<file path="src/rtl/cfg_port_pkg.sv">
package cfg_port_pkg;

    localparam int MODE_W = 8;
    localparam logic [MODE_W-1:0] MODE_OFF = 8'hFF;

    typedef enum logic {
        OWN_ENGINE = 1'b0,
        OWN_HOST   = 1'b1
    } port_owner_e;

    typedef struct packed {
        logic wr;
        logic rd;
        logic clr;
    } host_req_t;

    function automatic logic mode_is_off(input logic [MODE_W-1:0] code);
        return code == MODE_OFF;
    endfunction

endpackage

</file>
<file path="src/rtl/cfg_gate.sv">
module cfg_gate
    import cfg_port_pkg::*;
#(
    parameter int NUM_LINES = 8
) (
    input  logic [NUM_LINES*MODE_W-1:0] line_mode,
    input  logic                        full_field_en,
    output port_owner_e                 owner
);
    logic [NUM_LINES-1:0] off_vec;

    for (genvar g = 0; g < NUM_LINES; g++) begin : g_line
        assign off_vec[g] = mode_is_off(line_mode[g*MODE_W +: MODE_W]);
    end

    assign owner = (&off_vec && !full_field_en) ? OWN_HOST : OWN_ENGINE;
endmodule

</file>
<file path="src/rtl/cfg_ptr.sv">
module cfg_ptr
    import cfg_port_pkg::*;
#(
    parameter int DEPTH = 16,
    localparam int AW = (DEPTH > 1) ? $clog2(DEPTH) : 1
) (
    input  logic        clk,
    input  logic        rst,
    input  host_req_t   req,
    input  port_owner_e owner,
    output logic [AW-1:0] ptr
);
    localparam logic [AW-1:0] LAST = AW'(DEPTH - 1);

    logic [AW-1:0] ptr_next;
    logic          step;

    assign step     = (owner == OWN_HOST) && (req.wr || req.rd);
    assign ptr_next = (ptr == LAST) ? '0 : ptr + 1'b1;

    always_ff @(posedge clk) begin
        if (rst || req.clr) ptr <= '0;
        else if (step)      ptr <= ptr_next;
    end
endmodule

</file>
<file path="src/rtl/cfg_ram.sv">
module cfg_ram
    import cfg_port_pkg::*;
#(
    parameter int DEPTH = 16,
    parameter int DW    = 8,
    localparam int AW = (DEPTH > 1) ? $clog2(DEPTH) : 1
) (
    input  logic          clk,
    input  logic          rst,
    input  port_owner_e   owner,
    input  host_req_t     req,
    input  logic [AW-1:0] host_addr,
    input  logic [DW-1:0] host_wdata,
    input  logic          eng_rd,
    input  logic [AW-1:0] eng_addr,
    output logic [DW-1:0] host_rdata,
    output logic          host_rvalid,
    output logic [DW-1:0] eng_rdata,
    output logic          eng_rvalid
);
    logic [DW-1:0] mem [DEPTH];
    logic [AW-1:0] port_addr;
    logic          host_owns;

    assign host_owns = (owner == OWN_HOST);
    assign port_addr = host_owns ? host_addr : eng_addr;

    always_ff @(posedge clk) begin
        if (host_owns && req.wr) mem[port_addr] <= host_wdata;
    end

    always_ff @(posedge clk) begin
        if (rst) begin
            host_rdata  <= '0;
            host_rvalid <= 1'b0;
            eng_rdata   <= '0;
            eng_rvalid  <= 1'b0;
        end else begin
            host_rvalid <= req.rd;
            if (req.rd) host_rdata <= host_owns ? mem[port_addr] : '0;
            eng_rvalid  <= eng_rd && !host_owns;
            if (eng_rd && !host_owns) eng_rdata <= mem[port_addr];
        end
    end
endmodule

</file>
<file path="src/rtl/cfg_port.sv">
module cfg_port
    import cfg_port_pkg::*;
#(
    parameter int NUM_LINES = 8,
    parameter int DEPTH     = 16,
    parameter int DW        = 8,
    localparam int AW = (DEPTH > 1) ? $clog2(DEPTH) : 1
) (
    input  logic                        clk,
    input  logic                        rst,
    input  logic [NUM_LINES*MODE_W-1:0] line_mode,
    input  logic                        full_field_en,
    input  logic                        host_wr,
    input  logic                        host_rd,
    input  logic [DW-1:0]               host_wdata,
    input  logic                        host_ptr_clr,
    output logic [DW-1:0]               host_rdata,
    output logic                        host_rvalid,
    output logic [AW-1:0]               host_ptr,
    output logic                        host_grant,
    output logic                        access_err,
    input  logic                        eng_rd,
    input  logic [AW-1:0]               eng_addr,
    output logic [DW-1:0]               eng_rdata,
    output logic                        eng_rvalid
);
    port_owner_e owner;
    host_req_t   req;

    assign req.wr  = host_wr;
    assign req.rd  = host_rd;
    assign req.clr = host_ptr_clr;

    cfg_gate #(.NUM_LINES(NUM_LINES)) u_gate (
        .line_mode     (line_mode),
        .full_field_en (full_field_en),
        .owner         (owner)
    );

    cfg_ptr #(.DEPTH(DEPTH)) u_ptr (
        .clk   (clk),
        .rst   (rst),
        .req   (req),
        .owner (owner),
        .ptr   (host_ptr)
    );

    cfg_ram #(.DEPTH(DEPTH), .DW(DW)) u_ram (
        .clk         (clk),
        .rst         (rst),
        .owner       (owner),
        .req         (req),
        .host_addr   (host_ptr),
        .host_wdata  (host_wdata),
        .eng_rd      (eng_rd),
        .eng_addr    (eng_addr),
        .host_rdata  (host_rdata),
        .host_rvalid (host_rvalid),
        .eng_rdata   (eng_rdata),
        .eng_rvalid  (eng_rvalid)
    );

    assign host_grant = (owner == OWN_HOST);

    always_ff @(posedge clk) begin
        if (rst)                                      access_err <= 1'b0;
        else if (!host_grant && (host_wr || host_rd)) access_err <= 1'b1;
    end
endmodule

</file>
<file path="config.mk">
export PLATFORM = sky130hd
export DESIGN_NAME = cfg_port
export DESIGN_NICKNAME = d
export VERILOG_FILES = /design/src/rtl/cfg_port_pkg.sv /design/src/rtl/cfg_gate.sv /design/src/rtl/cfg_ptr.sv /design/src/rtl/cfg_ram.sv /design/src/rtl/cfg_port.sv
export SDC_FILE = /design/constraint.sdc
export NUM_CORES = 1
export LEC_CHECK = 0
export ABC_AREA = 0
export BUFFER_PORTS_ARGS = -buffer_cell sky130_fd_sc_hd__buf_4
export CAP_MARGIN = 20
export CORE_MARGIN = 3
export CORE_UTILIZATION = 50
export DETAILED_ROUTE_END_ITERATION = 8
export PLACE_DENSITY = 0.79
export SLEW_MARGIN = 10
export SYNTH_ARGS = -nofsm -noshare
export SYNTH_HDL_FRONTEND = slang
export SYNTH_SLANG_ARGS = --single-unit
</file>
<file path="constraint.sdc">
create_clock -name clk -period 3.36 [get_ports clk]
set_input_delay 0.504 -clock clk [delete_from_list [all_inputs] [get_ports clk]]
set_output_delay 0.504 -clock clk [all_outputs]
set_load 0.05 [all_outputs]
</file>
[Yosys cells after proc, flatten, opt, wreduce, memory -nomap -nowiden]
Memory sizes are Yosys's and may differ from the RTL's.
Cells that the tools add are included.
Cells by class
  mux-type cells: 6
  equality and inequality tests: 9
  reductions and logical operators: 10
  add/subtract/negate cells: 1
Operator list (count)
  8-bit equality test (second input constant): 8
  4-bit 2-to-1 mux: 2
  8-bit 2-to-1 mux: 1
  8-bit AND reduction: 1
  1-bit logical AND: 5
  4-bit by 1-bit adder with 4-bit output (second input constant): 1
  4-bit equality test (second input constant): 1
  1-bit 2-to-1 mux: 3
  1-bit zero test: 2
  1-bit logical OR: 2
Word-level totals
  input bits: 83
  register bits after elaboration: 23
  RAM bits: 128
  memories kept: 1
  logic and storage cells: 33
Memories
  u_ram.mem: depth 16, bits a word 8, read ports 1, clocked after memory_dff 0, write ports 1, line cfg_ram.sv:21  | logic [DW-1:0] mem [DEPTH];

[Longest topological paths before layout]
  word-level depth: 7
  depth in mapped cells: 12
  depth with buffers taken out: 9

[By module]
Synthesis repeated with hierarchy kept, for this count alone.
Second synthesis, totals
  cells, all modules: 435
  area total of the unflattened synthesis: 5993.2 um^2
Modules (own cells, without submodules)
  cfg_ram: instances 1, area an instance 5612.9 um^2, cells each 388
  cfg_ptr: instances 1, area an instance 191.4 um^2, cells each 20
  cfg_gate: instances 1, area an instance 152.6 um^2, cells each 23
  cfg_port: instances 1, area an instance 36.3 um^2, cells each 4

[Least setup slack after synthesis]
OpenSTA, ideal clock, no wires.
  kind: input to register
  from: in line_mode[3]
  to: mem u_ram.mem[0][0], enable pin
  stages: 6
  buffers on the path: 0
  data required time: 2.965 ns
  setup slack: 0.167 ns
  arrival: 2.799 ns
  cell sequence: nand4_1 > nor4_1 > nand4_1 > nor2_2 > nand3_1 > nor4_1
On the way
  cells in the longest elaborated chain, start to end: 7
  elaborated cells between the ends (all ways): 8
  those cells by class: eq/ne (1); mux (4); reduce/logical (3)
RTL lines
  start, declared: line cfg_port.sv:11  | input logic [NUM_LINES*MODE_W-1:0] line_mode,
  8-bit equality test (*): line cfg_port_pkg.sv:18  | return code == MODE_OFF;
  8-bit AND reduction (*): line cfg_gate.sv:16  | assign owner = (&off_vec && !full_field_en) ? OWN_HOST : OWN_ENGINE;
  1-bit logical AND (*): line cfg_gate.sv:16
  1-bit 2-to-1 mux (*): line cfg_gate.sv:16
  net host_grant: line cfg_port.sv:20  | output logic host_grant,
  1-bit logical AND: line cfg_ram.sv:29  | if (host_owns && req.wr) mem[port_addr] <= host_wdata;
  1-bit 2-to-1 mux: line cfg_ram.sv:29
  1-bit 2-to-1 mux (implied by the code): line cfg_ram.sv:29
  end, declared: line cfg_ram.sv:21
The timed path passes the listed nets; every way through them passes the cells marked *.

[Final worst setup path]
  from: in line_mode[43]
  to: reg u_ram.host_rdata[1]
On the way
  cells in the longest elaborated chain, start to end: 7
RTL lines
  8-bit equality test (*): line cfg_port_pkg.sv:18
  8-bit AND reduction (*): line cfg_gate.sv:16
  1-bit logical AND (*): line cfg_gate.sv:16
  1-bit 2-to-1 mux (*): line cfg_gate.sv:16
  4-bit 2-to-1 mux: line cfg_ram.sv:26  | assign port_addr = host_owns ? host_addr : eng_addr;
  memory 16 x 8 bit
  8-bit 2-to-1 mux (*): line cfg_ram.sv:40  | if (req.rd) host_rdata <= host_owns ? mem[port_addr] : '0;
  end signal, assigned: line cfg_ram.sv:40
  end, declared: line cfg_ram.sv:16  | output logic [DW-1:0] host_rdata,
Every way passes the cells marked *; elsewhere a longest branch is shown, timed or not.
A chain may end at the register's enable or synchronous reset.

==> implementation parameters <==
Parameter                              Value

Die
  Total I/O pin count    107
  Floorplan die height    118 um
  Area of the core    12200 sq um
  Number of placement rows    40
  Initial core utilization    51.9%
  Die extent in x    118 um
  Die outline area    14000 sq um

Timing
  Setup repair after global routing missed its margin    false
  Final worst-path cycle share    89.6%
  Number of pins with negative max-slew slack in the final report    0
  Count of endpoints failing hold in the final timing report    0
  Time the final worst path needs with I/O delays and setup    3.01 ns
  Slew at the pin closest to its max-slew limit    0.719 ns
  Highest clock frequency the design can meet    332 MHz
  Setup Skew    0.0128 ns
  Worst slew slack as a fraction of its limit    52.0%
  Final setup violation count    0
  Total negative slack for setup checks    0 ns

Clocking
  Clock slew at reported path FFs    0.06 ns
  Post CTS Setup Buffer Count    0
  Cells resized by post-CTS repair    0
  # hold bufs at CTS    0
  TritonCTS clock tree    done
  CTS Root Cell    sky130_fd_sc_hd__clkbuf_16
  Clock latency reported for the late side of the worst-skew pair    0.42 ns
  Number of H-tree levels    4
  Maximum root-to-sink buffer count    2
  TritonCTS Buffers    17
  TritonCTS Sinks    151

Power and ir drop
  Final total power    0.00430 W
  Pleak    2.88 nW
  Power per cell area    534 nW/um^2
  Maximum VDD drop    0.386 mV

Critical path
  Critical-path cell with the highest stage delay    sky130_fd_sc_hd__nor4_1
  Slowest cell delay on critical path    0.55 ns
  Reg-to-reg setup timing slack    0.45 ns
  Worst path top cell family by delay    simple AND/OR/NAND/NOR gates
  Crit path capture type    flip-flop
  Crit-path cells    buf_4 > nand4_1 > nor4_1 > nand4_1 > or3_1 > nand2_2 > buf_12 > mux2i_1 > o22ai_1 > nor4_1 > o32ai_1
  Worst endpoint data arrival time    3.27 ns
  Critical path class    primary input to flip-flop
  Critical R2R Capture    u_ram.host_rdata[1]$_SDFFE_PP0P_
  Cells on worst reg2reg path    8
  Startpoint types    primary input
  Launch point of the worst reg-to-reg path    u_ptr.ptr[1]$_SDFFE_PP0P_
  Maximum fanout along the worst path    20
  Critical path buffer and inverter count    2
  Endpoint required time on the critical path    3.62 ns

Logic synthesis
  Post-Synthesis Mean Instance Area    14.1 sq um
  Post-synth net total    531
  Yosys warning total    0
  Post-synth cell types    44
  Netlist area before placement    6310 sq um
  Dominant synthesized flop cell    sky130_fd_sc_hd__edfxtp_1
  Part of the Yosys area used for sequential elements    68.2%
  Number of cells produced by synthesis    447
  Post-synth EDFFs    128
  Number of synthesized register bits    151
  Async set or reset register ratio after synthesis    0%

Layout
  Commonest non-fill, non-tap cell in the layout    sky130_fd_sc_hd__buf_4
  Commonest cells after routing, fill and taps aside    131 x sky130_fd_sc_hd__buf_4, 128 x sky130_fd_sc_hd__edfxtp_1, 55 x sky130_fd_sc_hd__mux2i_1, 31 x sky130_fd_sc_hd__nand4_1, 27 x sky130_fd_sc_hd__nor2_1
  Post-synthesis to final-layout area growth    27.6%
  Filler instances    869
  Filler-free cell count of the finished design    762
  N_diodes    0
  Ratio of cells with drive above 1 in the final layout    28.6%
  Number of nets in the final layout    665

Worst hold path
  Instance count along the most critical hold path    2
  Type of the most critical hold path    primary input to flip-flop
  Worst Hold Endpoint    u_ptr.ptr[1]$_SDFFE_PP0P_
  Hold wc startpoint    host_ptr_clr

Routing
  Iteration count of the initial detailed-routing pass    5
  DRC violations left    0
  Residual antenna-violating net count after detailed routing    0
  Vias    4519
  Aggregate routed wire length    15900 um
  Starting DRC count in detailed routing    471
  DR WL/cell    20.9 um
  Vias per inst    5.93

Global route
  Remaining global-route overflow    0
  Number of antenna violations at the first check in global routing    0
  Wire length of the first global-routing pass    24500 um
  GRT Total Usage    23.0%
  Largest net degree at the start of global routing    24
  Via count of the first global-routing pass    4381

Placement
  Number of input and output port buffers inserted    106
  RePlAce Congestion    0.930
  HPWL after detailed placement    11400 um
  Placed Cells    730

Run
  Max Cap Violations    0

Outcome
  Status    finished, final reports clean
## synth_stat cells (2+ instances only)
| cell | n | area [sq um] |
|---|---|---|
| sky130_fd_sc_hd__o22ai_1 | 20 | 125 |
| sky130_fd_sc_hd__a31oi_1 | 4 | 25.0 |
| sky130_fd_sc_hd__o211ai_1 | 2 | 15.0 |
| sky130_fd_sc_hd__o221a_2 | 2 | 22.5 |
| sky130_fd_sc_hd__inv_1 | 11 | 41.3 |
| sky130_fd_sc_hd__nor3b_1 | 4 | 30.0 |
| sky130_fd_sc_hd__nor2_1 | 27 | 101 |
| sky130_fd_sc_hd__o32ai_1 | 8 | 70.1 |
| sky130_fd_sc_hd__nand3_1 | 6 | 30.0 |
| sky130_fd_sc_hd__buf_4 | 4 | 30.0 |
| sky130_fd_sc_hd__nor3_1 | 10 | 50.1 |
| sky130_fd_sc_hd__clkbuf_1 | 10 | 37.5 |
| sky130_fd_sc_hd__nor4_1 | 13 | 81.3 |
| sky130_fd_sc_hd__o221ai_1 | 10 | 87.6 |
| sky130_fd_sc_hd__nand2_1 | 23 | 86.3 |
| sky130_fd_sc_hd__mux2i_1 | 55 | 551 |
| sky130_fd_sc_hd__a2bb2oi_1 | 2 | 17.5 |
| sky130_fd_sc_hd__dfxtp_1 | 23 | 460 |
| sky130_fd_sc_hd__a21oi_1 | 7 | 35.0 |
| sky130_fd_sc_hd__a21boi_0 | 2 | 15.0 |
| sky130_fd_sc_hd__nand4b_1 | 2 | 17.5 |
| sky130_fd_sc_hd__edfxtp_1 | 128 | 3840 |
| sky130_fd_sc_hd__nand2b_1 | 4 | 25.0 |
| sky130_fd_sc_hd__mux2_2 | 2 | 22.5 |
| sky130_fd_sc_hd__buf_8 | 2 | 30.0 |
| sky130_fd_sc_hd__nor2b_1 | 7 | 43.8 |
| sky130_fd_sc_hd__or3_1 | 2 | 12.5 |
| sky130_fd_sc_hd__nand4_1 | 31 | 194 |
| sky130_fd_sc_hd__a211oi_1 | 10 | 75.1 |
| sky130_fd_sc_hd__nor3b_2 | 2 | 25.0 |
## routing by layer
layer  vias to the layer above  GRT usage [%]  part of all wire [%]
li1                       2073              -                     -
met1                      2198           32.0                    42
met2                       218           35.3                    47
met3                        30           6.65                   9.4
met4                         0           7.24                   1.4
met5                         -              0                     0
## worst register-to-register path, stage by stage, from the launching register on
cell and delay (ns):
sky130_fd_sc_hd__dfxtp_1 0.55, sky130_fd_sc_hd__inv_1 0.17, sky130_fd_sc_hd__or3_1 0.50, sky130_fd_sc_hd__nand2_2 0.24, sky130_fd_sc_hd__buf_12 0.22, sky130_fd_sc_hd__mux2i_1 0.21
sky130_fd_sc_hd__o22ai_1 0.13, sky130_fd_sc_hd__nor4_1 0.55, sky130_fd_sc_hd__o32ai_1 0.19
## report_power, final
| part | total [W] | switching (W) | internal (W) |
|---|---|---|---|
| combinational | 0.000317 | 0.000180 | 0.000138 |
| sequential | 0.00204 | 0.00000461 | 0.00204 |
| clock | 0.00194 | 0.000708 | 0.00124 |
## area by class of cell
class	instances	area [sq um]	area share [%]
clock buffer	19	433	5.37
clock inverter	13	176	2.19
inverter	11	41.3	0.512
multi-input combinational	266	1850	23.0
sequential	151	4300	53.4
tap	168	210	2.61
timing repair buffer	134	1040	12.9
## cell families (layout without fill, tap and decap cells)
logic type | count (synthesis) | in the layout | synth area share [%]
AO/OA/AOI/OAI | 70 | 70 | 8.02
XOR/XNOR | 1 | 1 | 0.139
adder cells (fa/ha/maj) | 1 | 1 | 0.198
buffers and inverters | 30 | 177 | 2.52
flip-flops | 151 | 151 | 68.2
multiplexers | 58 | 58 | 9.31
AND/OR/NAND/NOR | 136 | 136 | 11.7
## per-stage QoR
stage	setup slack (ns)	utilization, %	hold WS (ns)	area [sq um]
finish	0.350	66.3	0.272	8060
global placement	-0.0149	61.3	0.456	7450
global route	0.179	66.3	0.263	8060
floorplan	0.167	-	0.576	6310
detailed placement	-0.0140	61.3	0.475	7450
CTS	0.402	66.3	0.253	8060
## worst max path at each step
stage | startpoint | end | slack (ns) | depth (start not counted)
floorplan | line_mode[3] | u_ram.mem[0][0]$_DFFE_PP_ | 0.17 | 6
global placement | line_mode[62] | u_ram.host_rdata[1]$_SDFFE_PP0P_ | -0.01 | 11
detailed placement | line_mode[43] | u_ram.host_rdata[1]$_SDFFE_PP0P_ | -0.01 | 11
CTS | line_mode[43] | u_ram.host_rdata[1]$_SDFFE_PP0P_ | 0.40 | 11
global route | line_mode[43] | u_ram.host_rdata[1]$_SDFFE_PP0P_ | 0.18 | 11
finish | line_mode[43] | u_ram.host_rdata[1]$_SDFFE_PP0P_ | 0.35 | 11
## registers in the layout, indices dropped and copies added, names as in the netlist
signal and flops:
u_ram.host_rdata 8, u_ram.mem 128, u_ptr.ptr 4, access_err 1
u_ram.host_rvalid 1, u_ram.eng_rdata 8, u_ram.eng_rvalid 1
No activity file was read; power rests on OpenSTA's default activity.
